==> src/rtl/ds_pkg.sv <==
package ds_pkg;
    localparam int WORD_W = 16;
    localparam int IDX_W  = $clog2(WORD_W);

    typedef logic [WORD_W-1:0] word_t;

    typedef struct packed {
        logic xfer_off;
        logic wake_inh;
        logic force_xtal;
        logic wait_one;
        logic wr_mode;
    } cmd_t;

    function automatic logic pick_tick(input cmd_t c, input logic rec_en, input logic xtal_en);
        return ~c.xfer_off & (c.force_xtal ? xtal_en : rec_en);
    endfunction
endpackage

==> src/rtl/ds_bitclk_sel.sv <==
module ds_bitclk_sel
    import ds_pkg::*;
(
    input  cmd_t cmd,
    input  logic rec_bit_en,
    input  logic xtal_bit_en,
    output logic tick
);
    always_comb tick = pick_tick(cmd, rec_bit_en, xtal_bit_en);
endmodule

==> src/rtl/ds_bit_counter.sv <==
module ds_bit_counter #(
    parameter int WORD_W = 16
) (
    input  logic                      clk,
    input  logic                      rst,
    input  logic                      tick,
    input  logic                      ser_in,
    input  logic                      wait_one,
    output logic                      hold,
    output logic                      rearm,
    output logic                      start,
    output logic                      data_tick,
    output logic                      boundary
);
    localparam int IDX_W = $clog2(WORD_W);
    localparam logic [IDX_W-1:0] LAST = IDX_W'(WORD_W - 1);

    logic             wait_q;
    logic [IDX_W-1:0] idx;

    always_comb begin
        rearm     = wait_q & ~wait_one;
        start     = tick & hold & ~rearm & (ser_in | wait_one);
        data_tick = tick & ~hold & ~rearm;
        boundary  = data_tick & (idx == LAST);
    end

    always_ff @(posedge clk) wait_q <= wait_one;

    always_ff @(posedge clk) begin
        if (rst) begin
            hold <= 1'b1;
            idx  <= '0;
        end else if (rearm) begin
            hold <= 1'b1;
            idx  <= '0;
        end else if (start) begin
            hold <= 1'b0;
            idx  <= '0;
        end else if (data_tick) begin
            idx <= boundary ? '0 : idx + 1'b1;
        end
    end
endmodule

==> src/rtl/ds_word_shifter.sv <==
module ds_word_shifter #(
    parameter int WORD_W = 16
) (
    input  logic              clk,
    input  logic              rst,
    input  logic              clr,
    input  logic              load,
    input  logic              data_tick,
    input  logic              boundary,
    input  logic              ser_in,
    input  logic              wake_inh,
    input  logic [WORD_W-1:0] wr_word,
    output logic [WORD_W-1:0] rd_word,
    output logic              ready,
    output logic              tx_msb
);
    logic [WORD_W-1:0] rx_sh;
    logic [WORD_W-1:0] tx_sh;
    logic [WORD_W-1:0] rx_next;

    always_comb begin
        rx_next = {rx_sh[WORD_W-2:0], ser_in};
        tx_msb  = tx_sh[WORD_W-1];
    end

    always_ff @(posedge clk) begin
        if (rst) begin
            rx_sh   <= '0;
            rd_word <= '0;
            ready   <= 1'b0;
        end else begin
            ready <= 1'b0;
            if (clr) begin
                rx_sh <= '0;
            end else if (data_tick) begin
                rx_sh <= rx_next;
                if (boundary) begin
                    rd_word <= rx_next;
                    ready   <= ~wake_inh;
                end
            end
        end
    end

    always_ff @(posedge clk) begin
        if (rst)
            tx_sh <= '0;
        else if (load)
            tx_sh <= wr_word;
        else if (data_tick)
            tx_sh <= {tx_sh[WORD_W-2:0], 1'b0};
    end
endmodule

==> src/rtl/ds_word_assembler.sv <==
module ds_word_assembler
    import ds_pkg::*;
#(
    parameter int W = ds_pkg::WORD_W
) (
    input  logic         clk,
    input  logic         rst,
    input  logic         ser_in,
    input  logic         rec_bit_en,
    input  logic         xtal_bit_en,
    input  logic         force_xtal,
    input  logic         wait_one,
    input  logic         xfer_off,
    input  logic         word_wake_inh,
    input  logic         wr_mode,
    input  logic [W-1:0] wr_word,
    output logic [W-1:0] rd_word,
    output logic         word_ready,
    output logic         ser_out
);
    cmd_t cmd;
    logic tick;
    logic cnt_hold;
    logic rearm;
    logic start;
    logic data_tick;
    logic boundary;
    logic tx_msb;

    always_comb begin
        cmd.xfer_off   = xfer_off;
        cmd.wake_inh   = word_wake_inh;
        cmd.force_xtal = force_xtal;
        cmd.wait_one   = wait_one;
        cmd.wr_mode    = wr_mode;
    end

    ds_bitclk_sel u_sel (
        .cmd         (cmd),
        .rec_bit_en  (rec_bit_en),
        .xtal_bit_en (xtal_bit_en),
        .tick        (tick)
    );

    ds_bit_counter #(.WORD_W(W)) u_cnt (
        .clk       (clk),
        .rst       (rst),
        .tick      (tick),
        .ser_in    (ser_in),
        .wait_one  (cmd.wait_one),
        .hold      (cnt_hold),
        .rearm     (rearm),
        .start     (start),
        .data_tick (data_tick),
        .boundary  (boundary)
    );

    ds_word_shifter #(.WORD_W(W)) u_shf (
        .clk       (clk),
        .rst       (rst),
        .clr       (rearm),
        .load      (start | boundary),
        .data_tick (data_tick),
        .boundary  (boundary),
        .ser_in    (ser_in),
        .wake_inh  (cmd.wake_inh),
        .wr_word   (wr_word),
        .rd_word   (rd_word),
        .ready     (word_ready),
        .tx_msb    (tx_msb)
    );

    always_comb ser_out = cmd.wr_mode & ~cmd.xfer_off & ~cnt_hold & tx_msb;
endmodule

==> config.mk <==
export PLATFORM = sky130hd
export DESIGN_NAME = ds_word_assembler
export DESIGN_NICKNAME = d
export VERILOG_FILES = /design/src/rtl/ds_pkg.sv /design/src/rtl/ds_bitclk_sel.sv /design/src/rtl/ds_bit_counter.sv /design/src/rtl/ds_word_shifter.sv /design/src/rtl/ds_word_assembler.sv
export SDC_FILE = /design/constraint.sdc
export NUM_CORES = 1
export LEC_CHECK = 0
export BUFFER_PORTS_ARGS = -buffer_cell sky130_fd_sc_hd__buf_2
export CAP_MARGIN = 10
export CORE_MARGIN = 3
export CORE_UTILIZATION = 30
export DETAILED_ROUTE_END_ITERATION = 10
export PLACE_DENSITY_LB_ADDON = 0.12
export SLEW_MARGIN = 20
export SYNTH_ARGS = -nofsm -noshare
export SYNTH_HDL_FRONTEND = slang
export SYNTH_HIERARCHICAL = 1
export SYNTH_SLANG_ARGS = --single-unit
export TNS_END_PERCENT = 50
==> constraint.sdc <==
create_clock -name clk -period 1.8 [get_ports clk]
set_input_delay 0.18 -clock clk [delete_from_list [all_inputs] [get_ports clk]]
set_output_delay 0.18 -clock clk [all_outputs]
set_load 0.01 [all_outputs]
==> results.cfg <==
[status]
status = finished, final reports clean

[clock_network]
cts_tree = built
clockRootBuffer = clkbuf_8
cts_buffers = 5
holdBufCountCts = 0
clock_latency_ns = 0.31
htree_levels = 2
clockBufferDepth = 2
clk_pin_slew_ns = 0.10
clkSinkCount = 54

[synth]
ys_seq_elements = 54
ys_warn_count = 6
avgSynthCellArea_um2 = 10.0
synth_fp_nets = 265
synthFlopType = dfxtp_1
async_flop_share_pct = 0
synth_edf_count = 0
netlist_instances = 238
netlist_area_mm2 = 0.00238
ys_seq_area_share_pct = 45.4
ys_types = 30

[floorplan]
die_w_um = 95.1
die_h_um = 95.1
io_pins = 44
core_mm2 = 0.00749
num_rows = 31
start_util_pct = 31.8
dieArea_mm2 = 0.00904

[timing]
fin_skew_ns = 0.00835
max_slew_margin_pct = 75.8
setup_viol = 0
tightestPinTransition_ns = 0.362
hold_viol = 0
final_max_slew_viol_count = 0
min_period_over_period_pct = 93.4
period_needed_ns = 1.68
fmax_ghz = 0.595
hold-worst-slack_ns = 0.0186
rsz0062_at_grt = yes

[setup_path]
worstSetupPathType = register to register
critPathMaxFanout = 5
arrival_ns = 1.93
slowest_delay_ns = 0.46
path_cells = ha_1 -> nand3_1 -> nor3_2 -> or2_1 -> or3b_2 -> a21oi_1
cp-start-kind = register
crit_required_ns = 2.05
end_kind = register
cp_slowest_cell = or3b_2

[place]
io_buffers = 43
globalplace.congestion = 0.863
hpwl_mm = 3.27

[layout]
area_growth_pct = 20.8
n_antenna_cell = 0
fin_nets = 313
drive_above_1_share_pct = 25.4

[drt]
vias = 1744
via_per_inst = 4.52
drt_iter0_drc = 42
drc = 0
wl_mm = 4.70
wl_per_cell_um = 12.2
dr.pass1.iters = 4
detail-route-antenna-nets = 0

[power_and_ir_drop]
p_per_area_mw_per_mm2 = 774
p_total_mw = 2.23
irDropWorstVdd_uv = 269
p_leak_nw = 1.04

[global_route]
overflow = 0
grt_pass1_wl_mm = 7.90
grt_pass1_vias = 1723
antenna_found_initial = 0
grt_max_degree = 38
track_usage_pct = 11.0

[run]
cap_violations = 0

[worst_hold_path]
hold_path.class = input pin to register
[per-layer routing]
metal  vias to the layer above  track usage [%]  routed length (um)
li1                        905                -                   -
met1                       796             13.6                2220
met2                        37             18.1                2160
met3                         6             3.16                 245
met4                         0             4.21                  70
met5                         -                0                   0
[worst paths after layout]
kind                                       start          endpoint  slack (ns)  cells after the start
worst min register to register  u_shf/rd_word[3]  u_shf/rd_word[3]        0.47                      2
worst min-delay path                    wait_one      u_cnt/wait_q        0.02                      1
worst max register to register      u_cnt/idx[0]    u_shf/tx_sh[0]        0.12                      6
worst max-delay path                u_cnt/idx[0]    u_shf/tx_sh[0]        0.12                      6
[kinds of logic after synthesis]
kind of cell               share of synthesized area, %
and+or+nand+nor                                    20.9
DFF                                                45.4
muxes                                              19.8
AOI/OAI and AO/OA                                  8.20
buffers and inverters                              5.25
adders and majority gates                         0.525
[state kept, by name, indices dropped and copies added, names as in the netlist]
signal	count
u_shf/ready	1
u_cnt/idx	4
u_cnt/hold	1
u_shf/tx_sh	16
u_shf/rx_sh	15
u_shf/rd_word	16
u_cnt/wait_q	1
[per-stage QoR]
stage | setup TNS [ns] | util (%) | cells | instance area [um2] | worst slack (ns)
5_1_grt | -0.0195 | 38.4 | 386 | 2880 | -0.0116
3_5_place_dp | 0 | 36.5 | 377 | 2730 | 0.0731
6_report | 0 | 38.4 | 386 | 2880 | 0.119
4_1_cts | 0 | 38.0 | 385 | 2850 | 0.0665
3_3_place_gp | 0 | 36.5 | 377 | 2730 | 0.0919
2_1_floorplan | 0 | - | 238 | 2380 | 0.158
[power breakdown]
group | total, mW | switching [mW] | internal (mW)
Sequential | 1.24 | 0.0147 | 1.22
Combinational | 0.171 | 0.0842 | 0.0863
Clock | 0.819 | 0.402 | 0.417
Total | 2.23 | 0.501 | 1.73
[layout make-up]
class | count | area [um2]
clock buffer | 5 | 68.8
clock inverter | 3 | 43.8
fill | 789 | 4610
inverter | 5 | 25.0
multi-input combinational | 163 | 1190
sequential | 54 | 1080
tap | 99 | 124
timing repair buffer | 57 | 345
[what timing repair did]
action                                  in CTS  in global routing
endpoints found under the setup margin       0                 30
setup buffers                                0                  1
gates resized for setup                      0                  2
[synth_stat cells (2+ instances only)]
| master | instances | area share, % |
|---|---|---|
| inv_1 | 4 | 0.63 |
| nor3_1 | 2 | 0.42 |
| o21ai_0 | 3 | 0.63 |
| a211oi_1 | 15 | 4.7 |
| mux2i_1 | 47 | 20 |
| nor2_1 | 19 | 3.0 |
| dfxtp_1 | 54 | 45 |
| clkbuf_1 | 4 | 0.63 |
| nor2b_1 | 16 | 4.2 |
| nand2b_1 | 34 | 8.9 |
| buf_4 | 2 | 0.63 |
| buf_2 | 5 | 1.1 |
| buf_6 | 4 | 1.9 |
| a21oi_1 | 7 | 1.5 |
| nand2_1 | 4 | 0.63 |
| nand3_1 | 4 | 0.84 |
[placed cells by master (no fill, tap or decap), types with 3 or more instances in the layout]
| master | netlist | final |
|---|---|---|
| dfxtp_1 | 54 | 54 |
| mux2i_1 | 47 | 47 |
| buf_2 | 5 | 43 |
| nand2b_1 | 34 | 34 |
| nor2_1 | 19 | 18 |
| nor2b_1 | 16 | 16 |
| a211oi_1 | 15 | 15 |
| buf_4 | 2 | 12 |
| a21oi_1 | 7 | 7 |
| clkbuf_8 | 0 | 5 |
| nand2_1 | 4 | 4 |
| nand3_1 | 4 | 4 |
| inv_1 | 4 | 3 |
| o21ai_0 | 3 | 3 |
[worst max-delay path: cells and delay by family (launching register included)]
kind | cells | cell delay, ns
compound gates | 1 | 0.14
fa+ha+maj | 1 | 0.23
simple gates | 4 | 0.90
flops | 1 | 0.36
(Power assumes the default switching activity.)
